## src/rtl/sdr_cmd_sequencer.sv

```systemverilog
module sdr_cmd_sequencer #(
  parameter int CLK_MHZ   = 200,
  parameter int INIT_US   = 100,
  parameter int TRP_NS    = 20,
  parameter int TRFC_NS   = 66,
  parameter int TRCD_NS   = 20,
  parameter int TMRD_CK   = 2,
  parameter int CAS_LAT   = 3,
  parameter int BURST_LEN = 4,
  parameter int BANK_W    = 2,
  parameter int ROW_W     = 13,
  parameter int COL_W     = 10
) (
  input  logic                            clk,
  input  logic                            rst_n,
  input  logic                            req,
  input  logic                            req_we,
  input  logic                            req_ap,
  input  logic [BANK_W+ROW_W+COL_W-1:0]   req_addr,
  output logic                            ready,
  output logic                            sd_cs_n,
  output logic                            sd_ras_n,
  output logic                            sd_cas_n,
  output logic                            sd_we_n,
  output logic [BANK_W-1:0]               sd_ba,
  output logic [ROW_W-1:0]                sd_a
);
  function automatic int ns2cyc(int ns);
    int c;
    c = (ns * CLK_MHZ + 999) / 1000;
    return (c < 1) ? 1 : c;
  endfunction

  localparam int ADDR_W   = BANK_W + ROW_W + COL_W;
  localparam int INIT_CYC = INIT_US * CLK_MHZ;
  localparam int TRP_C    = ns2cyc(TRP_NS);
  localparam int TRFC_C   = ns2cyc(TRFC_NS);
  localparam int TRCD_C   = ns2cyc(TRCD_NS);
  localparam int TMRD_C   = (TMRD_CK < 1) ? 1 : TMRD_CK;
  localparam bit FULLPG   = (BURST_LEN == 0);
  localparam int BL_CYC   = FULLPG ? (1 << COL_W) : BURST_LEN;
  localparam int CNT_W    = $clog2(INIT_CYC + BL_CYC + TRP_C + TRFC_C + TRCD_C + 2);
  localparam logic [2:0] BL_CODE = FULLPG ? 3'd7 : (BURST_LEN == 8) ? 3'd3 :
                                   (BURST_LEN == 4) ? 3'd2 : (BURST_LEN == 2) ? 3'd1 : 3'd0;
  localparam logic [ROW_W-1:0] MODE_WORD = ROW_W'({3'(CAS_LAT), 1'b0, BL_CODE});

  localparam logic [3:0] CMD_INH = 4'b1111, CMD_NOP = 4'b0111, CMD_ACT = 4'b0011,
                         CMD_RD  = 4'b0101, CMD_WR  = 4'b0100, CMD_PRE = 4'b0010,
                         CMD_REF = 4'b0001, CMD_LMR = 4'b0000;

  typedef enum logic [3:0] {
    S_PWR, S_PREALL, S_REF1, S_REF2, S_MRD, S_IDLE, S_RCD, S_BURST, S_TAIL
  } state_t;

  state_t                st;
  logic [CNT_W-1:0]      cnt;
  logic [3:0]            cmd;
  logic [BANK_W-1:0]     bank_q;
  logic [COL_W-1:0]      col_q;
  logic                  we_q, ap_q;
  logic [ROW_W-1:0]      col_word;

  assign col_word = ROW_W'(col_q) | (ROW_W'(ap_q) << 10);
  assign ready = (st == S_IDLE);
  assign {sd_cs_n, sd_ras_n, sd_cas_n, sd_we_n} = cmd;

  always_ff @(posedge clk or negedge rst_n) begin
    if (!rst_n) begin
      st     <= S_PWR;
      cnt    <= CNT_W'(INIT_CYC);
      cmd    <= CMD_INH;
      sd_ba  <= '0;
      sd_a   <= '0;
      bank_q <= '0;
      col_q  <= '0;
      we_q   <= 1'b0;
      ap_q   <= 1'b0;
    end else begin
      cmd   <= CMD_NOP;
      sd_ba <= '0;
      sd_a  <= '0;
      if (cnt != '0) cnt <= cnt - CNT_W'(1);
      case (st)
        S_PWR: if (cnt == '0) begin
          cmd <= CMD_PRE; sd_a <= ROW_W'(1) << 10;
          cnt <= CNT_W'(TRP_C - 1); st <= S_PREALL;
        end
        S_PREALL: if (cnt == '0) begin
          cmd <= CMD_REF; cnt <= CNT_W'(TRFC_C - 1); st <= S_REF1;
        end
        S_REF1: if (cnt == '0) begin
          cmd <= CMD_REF; cnt <= CNT_W'(TRFC_C - 1); st <= S_REF2;
        end
        S_REF2: if (cnt == '0) begin
          cmd <= CMD_LMR; sd_a <= MODE_WORD;
          cnt <= CNT_W'(TMRD_C - 1); st <= S_MRD;
        end
        S_MRD: if (cnt == '0) st <= S_IDLE;
        S_IDLE: if (req) begin
          cmd    <= CMD_ACT;
          sd_ba  <= req_addr[ADDR_W-1 -: BANK_W];
          sd_a   <= req_addr[COL_W +: ROW_W];
          bank_q <= req_addr[ADDR_W-1 -: BANK_W];
          col_q  <= req_addr[COL_W-1:0];
          we_q   <= req_we;
          ap_q   <= req_ap && !FULLPG;
          cnt    <= CNT_W'(TRCD_C - 1);
          st     <= S_RCD;
        end
        S_RCD: if (cnt == '0) begin
          cmd   <= we_q ? CMD_WR : CMD_RD;
          sd_ba <= bank_q;
          sd_a  <= col_word;
          if (ap_q) begin
            cnt <= CNT_W'(BL_CYC + TRP_C - 1); st <= S_TAIL;
          end else begin
            cnt <= CNT_W'(BL_CYC - 1); st <= S_BURST;
          end
        end
        S_BURST: if (cnt == '0) begin
          cmd <= CMD_PRE; sd_ba <= bank_q;
          cnt <= CNT_W'(TRP_C - 1); st <= S_TAIL;
        end
        S_TAIL: if (cnt == '0) st <= S_IDLE;
        default: st <= S_PWR;
      endcase
    end
  end

  logic       lmr_seen;
  logic [1:0] ref_seen;
  always_ff @(posedge clk or negedge rst_n) begin
    if (!rst_n) begin
      lmr_seen <= 1'b0;
      ref_seen <= 2'd0;
    end else begin
      if (cmd == CMD_LMR) lmr_seen <= 1'b1;
      if (cmd == CMD_REF && ref_seen != 2'd3) ref_seen <= ref_seen + 2'd1;
    end
  end

  AST_ACT_ONLY_ON_ACCEPT: assert property (@(posedge clk) disable iff (!rst_n)
    (cmd == CMD_ACT) |-> ($past(ready) && $past(req)));
  AST_NO_ACCESS_BEFORE_MODE: assert property (@(posedge clk) disable iff (!rst_n)
    (cmd == CMD_ACT || cmd == CMD_RD || cmd == CMD_WR) |-> lmr_seen);
  AST_TWO_REFRESH_BEFORE_MODE: assert property (@(posedge clk) disable iff (!rst_n)
    (cmd == CMD_LMR) |-> (ref_seen == 2'd2));
  AST_INIT_PRE_ALL_BANKS: assert property (@(posedge clk) disable iff (!rst_n)
    (cmd == CMD_PRE && !lmr_seen) |-> sd_a[10]);
  AST_IDLE_BUS_QUIET: assert property (@(posedge clk) disable iff (!rst_n)
    ready |-> (cmd == CMD_NOP && sd_ba == '0 && sd_a == '0));
endmodule

```

## config.mk

```make
export PLATFORM = sky130hd
export DESIGN_NAME = sdr_cmd_sequencer
export DESIGN_NICKNAME = d
export VERILOG_FILES = /design/src/rtl/sdr_cmd_sequencer.sv
export SDC_FILE = /design/constraint.sdc
export NUM_CORES = 1
export LEC_CHECK = 0
export BUFFER_PORTS_ARGS = -buffer_cell sky130_fd_sc_hd__buf_2
export CAP_MARGIN = 5
export CORE_ASPECT_RATIO = 0.9
export CORE_MARGIN = 5
export CORE_UTILIZATION = 54
export DETAILED_ROUTE_END_ITERATION = 6
export GPL_ROUTABILITY_DRIVEN = 0
export MAX_ROUTING_LAYER = met4
export PLACE_DENSITY = 0.78
export SYNTH_ARGS = -nofsm -noshare
export SYNTH_HDL_FRONTEND = slang
export SYNTH_SLANG_ARGS = --single-unit
```

## constraint.sdc

```tcl
create_clock -name clk -period 2.68 [get_ports clk]
set_input_delay 0.268 -clock clk [delete_from_list [all_inputs] [get_ports clk]]
set_output_delay 0.268 -clock clk [all_outputs]
set_load 0.03 [all_outputs]
```

# Word level (Yosys, flattened, before mapping)
# Index checks and enable logic that the tools add are counted.
# classes
muxes	33
n_div	0
bitwise_logic	1
eq_ne	16
n_mul	0
reduce_logical	9
order_cmp	0
shifts	0
n_addsub	1
# ops
cell	count
15-bit two-way mux	6
15-bit one-hot mux with 5 select lines	1
13-bit one-hot mux with 4 select lines	1
4-bit two-way mux	9
4-bit one-hot mux with 8 select lines	1
11-bit two-way mux	2
4-bit by 3-bit == test with 1-bit output, second input constant	4
15-bit logical NOT	1
3-bit two-way mux	5
3-bit one-hot mux with 5 select lines	1
15-bit nonzero test	1
15-bit by 1-bit subtractor with 15-bit output, second input constant	1
2-bit != test, second input constant	7
13-bit two-way mux	1
10-bit by 11-bit OR with 11-bit output	1
4-bit by 2-bit == test with 1-bit output, second input constant	2
8-bit AND reduction	1
2-bit OR reduction	4
2-bit two-way mux	3
6-bit two-way mux	1
4-bit by 1-bit == test with 1-bit output, second input constant	1
4-bit == test, second input constant	1
4-bit logical NOT	1
2-bit one-hot mux with 2 select lines	1
3 further kinds	3
# totals
memories	0
in_bits	30
reg_bits	52
latchBits	0
word_cells	69
mem_bits_rw	0
romBits	0

# Longest topological paths before layout
# Gate-level depths: netlist (run 1).
# depth
ltp_word	4
ltp_mapped	10

# Worst setup path after synthesis (run 1)
# No wires, ideal clock.
# synth_path
kind	reg-to-reg
startpoint	register cnt[4]
endpoint	register cnt[0]
t_arrival_ns	1.961
setup_ns	0.157
synth_period_minus_slack_ns	2.118
stages_incl_launch_ff	9
slack_ns	0.562
t_required_ns	2.523
cell_sequence	dfrtp_1 -> or4_4 -> and4b_1 -> buf_6 -> inv_6 -> buf_6 -> ha_1 -> o21ai_0 -> o311ai_0
# synth_between
elab_chain_len	4
elab_cells_between_ends	9
classes_between	mux: 7; reduce/logical: 2
# synth_lines
item	line	source
from (decl)	56	logic [CNT_W-1:0] cnt;
from (signal assigned)	70	cnt <= CNT_W'(INIT_CYC);
from (signal assigned)	82	if (cnt != '0) cnt <= cnt - CNT_W'(1);
from (signal assigned)	107	cnt <= CNT_W'(TRCD_C - 1);
15-bit nonzero test	82	
15-bit two-way mux	82	
15-bit two-way mux (on tied branches)	n/a	
15-bit one-hot mux with 5 select lines *	83	case (st)
# Every way passes the cells marked *; elsewhere a longest branch is shown, timed or not.
# A chain may end at the register's enable or synchronous reset.

# Worst setup path in the final report (run 1)
# layout_path
startpoint	register cnt[4]
endpoint	register st[1]
# layout_between
elab_chain_len	3
elab_cells_between_ends	9
classes_between	eq/ne: 7; reduce/logical: 2
# layout_lines
item	line	source
15-bit logical NOT *	n/a	
2-bit != test (no line) or 2-bit by 1-bit != test with 1-bit output (tied branches)	n/a	
8-bit AND reduction (no line) *	n/a	
to (signal assigned)	89	cmd <= CMD_REF; cnt <= CNT_W'(TRFC_C - 1); st <= S_REF1;
to (signal assigned)	92	cmd <= CMD_REF; cnt <= CNT_W'(TRFC_C - 1); st <= S_REF2;
to (signal assigned)	98	S_MRD: if (cnt == '0) st <= S_IDLE;
to (decl)	55	state_t st;
# Marked as above.

==> run_results.csv, run 1 <==
group,metric,value,unit
logic_synthesis,ys_seq_area_frac,0.522,
routing,drt-initial-drc-count,167,
timing,hold_violations,0,
critical_path,crit_type,"reg2reg",
clock_network,cts_root_buffer,"clkbuf_8",
placed_design,dpl.hpwl,3.90,mm
global_route,antenna_found_initial,0,
final_layout,drive_gt1_frac,0.252,
logic_synthesis,syn_nets,296,
timing,setup_viol,0,
routing,vias,2056,
logic_synthesis,yosys.area.top_type,"dfrtp_1",
floorplanning,initial_core_util,0.560,
global_route,grt_pass1_vias,1953,
final_layout,fin_area,2920,sq um
routing,drc,0,
routing,wl_per_cell,14.7,microns
critical_path,critPathCaptureType,"flop",
logic_synthesis,postSynth.asyncResetShare,1.00,
timing,min_period_over_period,0.881,
clock_network,clock_sinks,52,
logic_synthesis,synth-main-ff-cell,"dfrtp_1",
logic_synthesis,synth_cell_type_count,52,
logic_synthesis,synth_top_area_share,0.428,
timing,tightest_slew,0.604,ns
routing,routed_wl,5.46,mm
critical_path,r2r_setup_slack,0.32,ns
final_layout,antenna_cells,0,
timing,max_slew_margin,0.597,
critical_path,cp-start-kind,"flop",
logic_synthesis,yosysMostFrequentCell,"nand2_1",
power_and_ir_drop,leakagePower,1.36,nW
clock_network,cts_tree,"built",
logic_synthesis,synth_area_per_cell,9.56,sq um
logic_synthesis,ys_warn_count,0,
logic_synthesis,synth_area_leaders,"dfrtp_1, dfstp_2, nand2_1, nor2_1, xor2_1",
hold_path,hold_class,"in2reg",
routing,vias_per_cell,5.54,
floorplanning,ios,50,
clock_network,h-tree-depth,2,
critical_path,crit_arrival,2.56,ns
timing,tns,0,ns
global_route,grt_max_degree,36,
final_layout,seq_area,1310,sq um
clock_network,cts_buffers,5,
final_layout,multiInputGateArea,1090,sq um
clock_network,clock_path_buffers,2,
critical_path,cp_data_required_time,2.88,ns
final_layout,finalNetCount,341,
floorplanning,core_area,4490,sq um
critical_path,reg2reg_to,"st[1]",
timing,skew,0.00524,ns
logic_synthesis,synth_common_cells,"nand2_1, dfrtp_1, nor2_1, clkbuf_1, o21ai_0",
global_route,grt_pass1_wl,8.93,mm
outcome,outcome,"complete, no violations",
final_layout,syn_to_final_growth,16.0,%
critical_path,path_max_fanout,19,
power_and_ir_drop,ir_worst_vdd,288,uV
logic_synthesis,synthCells,263,
floorplanning,die_area,6120,sq um
power_and_ir_drop,power.density,469,nW/um^2
clock_network,post-cts-setup-buffers,0,
final_layout,fillers,349,
logic_synthesis,synth-seq-cells,52,
timing,final-max-slew-violation-count,0,
global_route,use_met1,0.263,
timing,grt_setup_unrepaired,"no",
logic_synthesis,synth-edff-count,0,
timing,holdWs,0.144,ns
floorplanning,die_y,74.7,microns
critical_path,reg2regPathDepth,6,
placed_design,io_buffers,49,
clock_network,path_clk_slew,0.09,ns
floorplanning,die_x,81.9,microns
critical_path,rr_startpoint,"cnt[4]",
routing,firstDrtPassIters,4,
timing,max_freq,0.423,GHz
placed_design,dpl_cell_area,2790,sq um
global_route,grtUsageMet2,0.300,
global_route,grt_overflow,0,
global_route,grt_use_met3,0.0419,
critical_path,cp-startpoint,"cnt[4]",
timing,period_minus_slack,2.36,ns
critical_path,endpoint,"st[1]",
clock_network,clk_latency,0.31,ns
global_route,grt.busiest_layer,"met2",
routing,drtAntennaViolNets,0,
global_route,grt.total_usage,0.198,
logic_synthesis,syn_area,2510,sq um
flow_run,drv_cap,0,
floorplanning,row_count,23,
-- cells by family after synthesis --
| group | after synthesis | share of synthesized area |
|---|---|---|
| AND/OR/NAND/NOR | 125 | 0.235 |
| adder cells (fa/ha/maj) | 3 | 0.0149 |
| buffers and inverters | 22 | 0.0423 |
| multiplexers | 1 | 0.00398 |
| AO/OA/AOI/OAI | 49 | 0.145 |
| XOR/XNOR | 10 | 0.0348 |
| flip-flops | 52 | 0.522 |
| other | 1 | 0.00149 |
-- layer usage --
| metal | share of wire | routed length [microns] |
|---|---|---|
| met5 | 0 | 0 |
| met4 | 0.012 | 65 |
| met3 | 0.073 | 398 |
| met2 | 0.48 | 2620 |
| met1 | 0.44 | 2380 |
-- worst min path at each step --
stage | start | end | slack, ns | cells past startpoint
floorplan | rst_n | ap_q | -0.03 | 0
global placement | rst_n | cnt[6] | 0.21 | 1
detailed placement | rst_n | cnt[6] | 0.22 | 1
CTS | req_addr[0] | col_q[0] | 0.14 | 3
global route | req_addr[0] | col_q[0] | 0.14 | 3
finish | req_addr[0] | col_q[0] | 0.14 | 3
-- power breakdown --
part           leakage [nW]  switching, mW  internal [mW]
Combinational         0.656         0.0239         0.0177
Clock                0.0548          0.260          0.281
Sequential            0.649       0.000164          0.786
Total                  1.36          0.284           1.08
-- state kept, by name, summed over array words and instances, names as in the netlist --
name    count
we_q        1
col_q      10
sd_ba       2
sd_a       13
cmd         4
ap_q        1
st          4
cnt        15
bank_q      2
-- final cells by class --
class | instances | area share
tap | 62 | 0.0266
inverter | 5 | 0.00815
timing repair buffer | 55 | 0.100
multi-input combinational | 189 | 0.375
clock buffer | 5 | 0.0236
sequential | 52 | 0.450
clock inverter | 3 | 0.0159
-- repair_timing --
item / CTS / global route
endpoints found under the setup margin: 0 / 0
endpoints found under the hold margin: 14 / 0
hold buffers: 1 / 0
resized for setup: 0 / 0
-- layout by cell type, fill, tap and decap left out, drive strengths merged, types with 5 or more instances in the layout --
cell type / count
buf: 54
a22o: 7
nand3: 6
nor3: 7
nor2b: 5
clkbuf: 5
o21ai: 13
dfrtp: 43
nor2: 26
nand2: 59
dfstp: 9
inv: 6
a21oi: 5
xor2: 9
-- critical path: stages (launching register included) --
cell      delay [ns]
dfrtp_1         0.43
or4_4           0.59
and4b_1         0.50
inv_6           0.14
o221ai_4        0.27
o21ai_1         0.10
a32o_1          0.22
-- per-stage QoR --
step / util / instances / power (mW) / setup WS (ns)
final: 0.650 / 371 / 1.37 / 0.319
after global routing: 0.650 / 371 / 1.42 / 0.142
after CTS: 0.650 / 371 / 1.38 / 0.303
after detailed placement: 0.622 / 362 / 0.843 / 0.298
after global placement: 0.622 / 362 / 0.843 / 0.402
after floorplan: - / 263 / 0.804 / 0.562
Note: power is estimated with default switching activity, not from simulation.
==> run 2, diff against run 1 <==
- CELL_PAD_IN_SITES_DETAIL_PLACEMENT: unset -> 0
- CELL_PAD_IN_SITES_GLOBAL_PLACEMENT: unset -> 1
- CORE_UTILIZATION: 54 -> 41
- PLACE_DENSITY: 0.78 -> unset
- PLACE_DENSITY_LB_ADDON: unset -> 0.1
==> run_results.csv, run 2 (synthesized netlist as in run 1, its figures left out) <==
group,metric,value,unit
outcome,outcome,"complete, no violations",
power_and_ir_drop,power.density,439,nW/um^2
power_and_ir_drop,combinationalPowerShare,0.032,
routing,vias_per_cell,5.22,
power_and_ir_drop,leakagePower,1.35,nW
critical_path,cp-startpoint,"cnt[4]",
timing,holdWs,0.0757,ns
power_and_ir_drop,p_seq_frac,0.617,
final_layout,fin_cells,380,
flow_run,drv_cap,0,
placed_design,io_buffers,49,
timing,final-max-slew-violation-count,0,
final_layout,largest_reg_flops,15,
critical_path,crit_type,"reg2reg",
clock_network,cts_root_buffer,"clkbuf_8",
floorplanning,initial_core_util,0.416,
global_route,grt_max_degree,53,
timing,hold_violations,0,
routing,vias,1985,
timing,tightest_slew,0.655,ns
final_layout,layout_common_cells,"nand2_1, buf_2, dfrtp_1, nor2_1, o21ai_0",
critical_path,crit_arrival,2.55,ns
power_and_ir_drop,power,1.27,mW
global_route,grt_pass1_vias,2062,
timing,period_minus_slack,2.37,ns
global_route,grt_use_met3,0.0305,
clock_network,post-cts-setup-buffers,0,
clock_network,path_clk_slew,0.10,ns
routing,drt-initial-drc-count,85,
routing,drc,0,
clock_network,cts_hold_buf,0,
critical_path,endpoint,"cnt[2]",
floorplanning,die_x,92.5,microns
routing,routed_wl,5.73,mm
routing,wl_per_cell,15.1,microns
critical_path,cp-start-kind,"flop",
clock_network,cts_resized,0,
hold_path,hold_class,"in2async",
routing,drtAntennaViolNets,0,
critical_path,rr_startpoint,"cnt[4]",
clock_network,cts_buffers,5,
global_route,antenna_found_initial,0,
floorplanning,row_count,27,
final_layout,syn_to_final_growth,15.6,%
critical_path,path_max_fanout,11,
placed_design,dpl.hpwl,3.97,mm
placed_design,dp.cells,372,
final_layout,top_regs,"cnt (15), sd_a (13), col_q (10)",
floorplanning,ios,50,
power_and_ir_drop,clockPowerShare,0.351,
floorplanning,die_area,7800,sq um
timing,min_period_over_period,0.886,
clock_network,clk_latency,0.30,ns
global_route,grt_pass1_wl,9.99,mm
timing,max_freq,0.421,GHz
global_route,use_met1,0.220,
clock_network,clock_path_buffers,2,
timing,max_slew_margin,0.563,
critical_path,cp_data_required_time,2.85,ns
global_route,grtUsageMet2,0.250,
final_layout,finalNetCount,340,
routing,firstDrtPassIters,4,
power_and_ir_drop,p_switching,0.286,mW
clock_network,cts_tree,"built",
clock_network,clock_sinks,52,
final_layout,layout_commonest_cell,"nand2_1",
critical_path,critPathCaptureType,"flop",
timing,grt_setup_unrepaired,"no",
power_and_ir_drop,internal-power,0.989,mW
power_and_ir_drop,power_switching_share,0.224,
power_and_ir_drop,ir_worst_vdd,183,uV
critical_path,reg2reg_to,"cnt[2]",
global_route,grt_overflow,0,
final_layout,antenna_cells,0,
floorplanning,die_y,84.3,microns
final_layout,drive_gt1_frac,0.250,
timing,setup_viol,0,
clock_network,h-tree-depth,2,
final_layout,top_register,"cnt",
timing,skew,0.0122,ns
timing,tns,0,ns
critical_path,reg2regPathDepth,5,
critical_path,r2r_setup_slack,0.31,ns
global_route,grt.total_usage,0.161,
floorplanning,core_area,6050,sq um
global_route,grt.busiest_layer,"met2",
## run 2: cell count changes in the layout (fill, tap and decap cells not counted), sizes merged
cell	previous run	this run
bufinv	1	0
clkbuf	5	6
clkinv	0	1
dlygate4sd3	1	0
inv	6	5
## run 2: how the worst min path moves through the flow
stage | slack [ns] | cells after the start | end | from
after floorplan | -0.03 | 0 | ap_q | rst_n
after global placement | 0.43 | 2 | cnt[13] | rst_n
after detailed placement | 0.44 | 2 | cnt[13] | rst_n
after CTS | 0.10 | 2 | cnt[13] | rst_n
after global routing | 0.14 | 2 | cnt[13] | rst_n
final | 0.08 | 2 | cnt[13] | rst_n
## run 2: power by group through the flow
stage               Sequential [mW]  Clock [mW]  Combinational, mW
CTS                           0.786       0.477             0.0430
finish                        0.786       0.448             0.0407
global route                  0.787       0.515             0.0478
detailed placement            0.801           0             0.0429
floorplan                     0.803           0           0.000841
global placement              0.801           0             0.0431
## run 2: metal layers
metal	vias to the layer above	wire length (microns)
li1	997	-
met1	953	2880
met2	30	2660
met3	5	151
met4	0	42
met5	-	0
## run 2: worst max-delay path, stage by stage, from the launching register on
cell	delay, ns
dfrtp_1	0.42
or4_4	0.58
and4b_1	0.47
and4_1	0.55
nand2_1	0.10
o311ai_0	0.12
## run 2: stage by stage
step / setup slack (ns) / cell area [sq um] / util
floorplan: 0.562 / 2510 / -
global placement: 0.404 / 2820 / 0.466
detailed placement: 0.365 / 2820 / 0.466
CTS: 0.324 / 2910 / 0.480
global route: 0.170 / 2910 / 0.480
finish: 0.306 / 2910 / 0.480
## run 2: area by class of cell
type,instances,area [sq um]
clock buffer,6,72.6
sequential,52,1310
fill,593,3140
inverter,5,23.8
timing repair buffer,54,295
tap,72,90.1
clock inverter,2,16.3
multi-input combinational,189,1090
==> run 3, diff against run 2 <==
- ABC_AREA: unset -> 1
- CORE_UTILIZATION: 41 -> 42
- CTS_BUF_LIST: unset -> sky130_fd_sc_hd__clkbuf_2 sky130_fd_sc_hd__clkbuf_4 sky130_fd_sc_hd__clkbuf_8
==> run_results.csv, run 3 <==
group,metric,value,unit
logic_synthesis,synth-main-ff-cell,"dfrtp_1",
power_and_ir_drop,ir_worst_vdd,302,uV
critical_path,critical-path-max-stage-delay,0.42,ns
clock_network,clock_path_buffers,2,
clock_network,h-tree-depth,2,
floorplanning,ios,50,
hold_path,holdPathStages,3,
clock_network,clock_sinks,52,
final_layout,fillers,640,
timing,hold_violations,0,
global_route,antenna_found_initial,0,
global_route,grt_overflow,0,
final_layout,fin_util,0.495,
floorplanning,die_area,7880,sq um
final_layout,syn_to_final_growth,15.5,%
final_layout,top_register,"cnt",
hold_path,min_to,"sd_a[7]",
routing,vias,2203,
critical_path,path_max_fanout,14,
logic_synthesis,synth_area_leaders,"dfrtp_1, nand2_1, dfstp_2, nor2_1, nand3_1",
final_layout,top_regs,"cnt (15), sd_a (13), col_q (10)",
routing,drc,0,
placed_design,io_buffers,49,
power_and_ir_drop,power,1.30,mW
placed_design,dpl.hpwl,4.46,mm
global_route,grt_pass1_vias,2132,
logic_synthesis,synth_common_cells,"nand2_1, nor2_1, dfrtp_1, inv_1, nand3_1",
timing,min_period_over_period,0.747,
critical_path,rr_startpoint,"cnt[0]",
routing,firstDrtPassIters,4,
logic_synthesis,yosysMostFrequentCell,"nand2_1",
timing,tns,0,ns
clock_network,cts_buffers,5,
logic_synthesis,synth_top_area_share,0.413,
placed_design,dp_slack,0.703,ns
timing,period_minus_slack,2.00,ns
routing,wl_per_cell,13.0,microns
power_and_ir_drop,leakagePower,1.60,nW
timing,max_slew_margin,0.665,
critical_path,reg2regPathDepth,10,
logic_synthesis,ys_seq_area_frac,0.504,
critical_path,cp-start-kind,"flop",
clock_network,post-cts-setup-buffers,0,
global_route,grt_pass1_wl,10.1,mm
final_layout,drive_gt1_frac,0.217,
timing,final-max-slew-violation-count,0,
routing,drt-initial-drc-count,110,
timing,grt_setup_unrepaired,"no",
global_route,grt_max_degree,33,
critical_path,crit_arrival,2.21,ns
logic_synthesis,ys_warn_count,0,
final_layout,layout_commonest_cell,"nand2_1",
clock_network,cts_tree,"built",
final_layout,largest_reg_flops,15,
final_layout,finalNetCount,419,
critical_path,path_cells,"inv_1, ha_1, inv_1, nor2_1, nand2_1, nor2_1, nand2_2, inv_1, nand2_1, a22oi_1",
clock_network,clk_latency,0.30,ns
routing,drtAntennaViolNets,0,
clock_network,path_clk_slew,0.09,ns
timing,timing.final.ws_setup,0.679,ns
timing,setup_viol,0,
floorplanning,die_y,84.7,microns
floorplanning,row_count,27,
critical_path,crit_type,"reg2reg",
routing,routed_wl,5.96,mm
logic_synthesis,postSynth.asyncResetShare,1.00,
floorplanning,core_area,6080,sq um
logic_synthesis,synth_area_per_cell,7.85,sq um
clock_network,cts_resized,0,
hold_path,hold_class,"in2reg",
critical_path,reg2reg_to,"cnt[3]",
power_and_ir_drop,power.density,433,nW/um^2
logic_synthesis,syn_area,2610,sq um
logic_synthesis,synth-edff-count,0,
critical_path,crit_slowest_cell,"dfrtp_1",
critical_path,critPathCaptureType,"flop",
logic_synthesis,synth-seq-cells,52,
flow_run,drv_cap,0,
floorplanning,initial_core_util,0.429,
critical_path,cp_data_required_time,2.89,ns
timing,max_freq,0.500,GHz
final_layout,antenna_cells,0,
timing,skew,0.00828,ns
critical_path,r2r_setup_slack,0.68,ns
critical_path,worst_path_most_repeated_cell,"inv_1",
final_layout,layout_common_cells,"nand2_1, buf_2, nor2_1, dfrtp_1, inv_1",
logic_synthesis,yosys.area.top_type,"dfrtp_1",
logic_synthesis,synth_cell_type_count,29,
clock_network,cts_root_buffer,"clkbuf_8",
clock_network,cts_hold_buf,1,
logic_synthesis,syn_nets,365,
outcome,outcome,"complete, no violations",
logic_synthesis,synthCells,332,
floorplanning,die_x,93.0,microns
routing,vias_per_cell,4.80,
global_route,grt.total_usage,0.165,
timing,tightest_slew,0.502,ns
hold_path,hold_path_startpoint,"req_addr[17]",
==> run 3: changes by cell type in the layout (fill, tap and decap cells not counted), moves of 3 or more <==
cell / change
o22ai_1: -3
nor2b_1: -5
nor2_1: +19
xor2_1: -4
nand3_1: +23
a221o_1: -3
nand2_2: +4
nor2_2: +5
inv_1: +28
nand2_1: +50
a22o_1: -7
==> run 3: cells by family (layout without fill, tap and decap cells) <==
family / Yosys count / in the layout / share of synthesized area
other: 1 / 1 / 0.00144
DFF: 52 / 52 / 0.504
and+or+nand+nor: 206 / 206 / 0.339
AOI/OAI and AO/OA: 24 / 24 / 0.0504
buffers and inverters: 40 / 95 / 0.0706
xor gates and xnor gates: 6 / 6 / 0.0202
adders and majority gates: 3 / 3 / 0.0144
==> run 3: worst max path at each step <==
stage	slack, ns	from	endpoint
floorplan	1.02	cnt[0]	cnt[0]
global placement	0.80	cnt[0]	cmd[2]
detailed placement	0.70	cnt[0]	cmd[2]
CTS	0.67	cnt[0]	cnt[3]
global route	0.47	cnt[0]	cmd[2]
finish	0.68	cnt[0]	cnt[3]
==> run 3: per-stage QoR <==
stage	std cells	area [sq um]	hold slack, ns
5_1_grt	459	3010	0.150
3_5_place_dp	450	2910	0.263
3_3_place_gp	450	2910	0.259
4_1_cts	459	3010	0.157
6_report	459	3010	0.168
2_1_floorplan	332	2610	-0.0276
==> run 3: area by class of cell <==
class / count / area (sq um) / area share
clock buffers: 7 / 83.8 / 0.0278
inverters: 33 / 124 / 0.0411
repair buffers: 54 / 285 / 0.0948
multi-input cells: 240 / 1110 / 0.369
well taps: 72 / 90.1 / 0.0299
clock inverters: 1 / 5.00 / 0.00166
flip-flops and latches: 52 / 1310 / 0.436
==> run 3: report_power, final <==
part | switching (mW) | internal, mW | leakage [nW]
clock | 0.244 | 0.204 | 0.0491
combinational | 0.0313 | 0.0217 | 0.908
sequential | 0.00517 | 0.797 | 0.640
==> run 3: metal layers <==
| layer | up-vias | global-route usage | share of wire |
|---|---|---|---|
| met5 | - | - | 0 |
| met4 | 0 | 0.0280 | 0.0045 |
| met3 | 2 | 0.0358 | 0.032 |
| met2 | 26 | 0.260 | 0.47 |
| met1 | 1033 | 0.221 | 0.49 |
| li1 | 1142 | - | - |
==> run 3: critical path: cells and delay by family, from the launching register on <==
kind / cells / cell delay, ns
flops: 1 / 0.42
simple gates: 5 / 0.54
fa+ha+maj: 1 / 0.18
compound gates: 1 / 0.21
buf+inv: 3 / 0.56
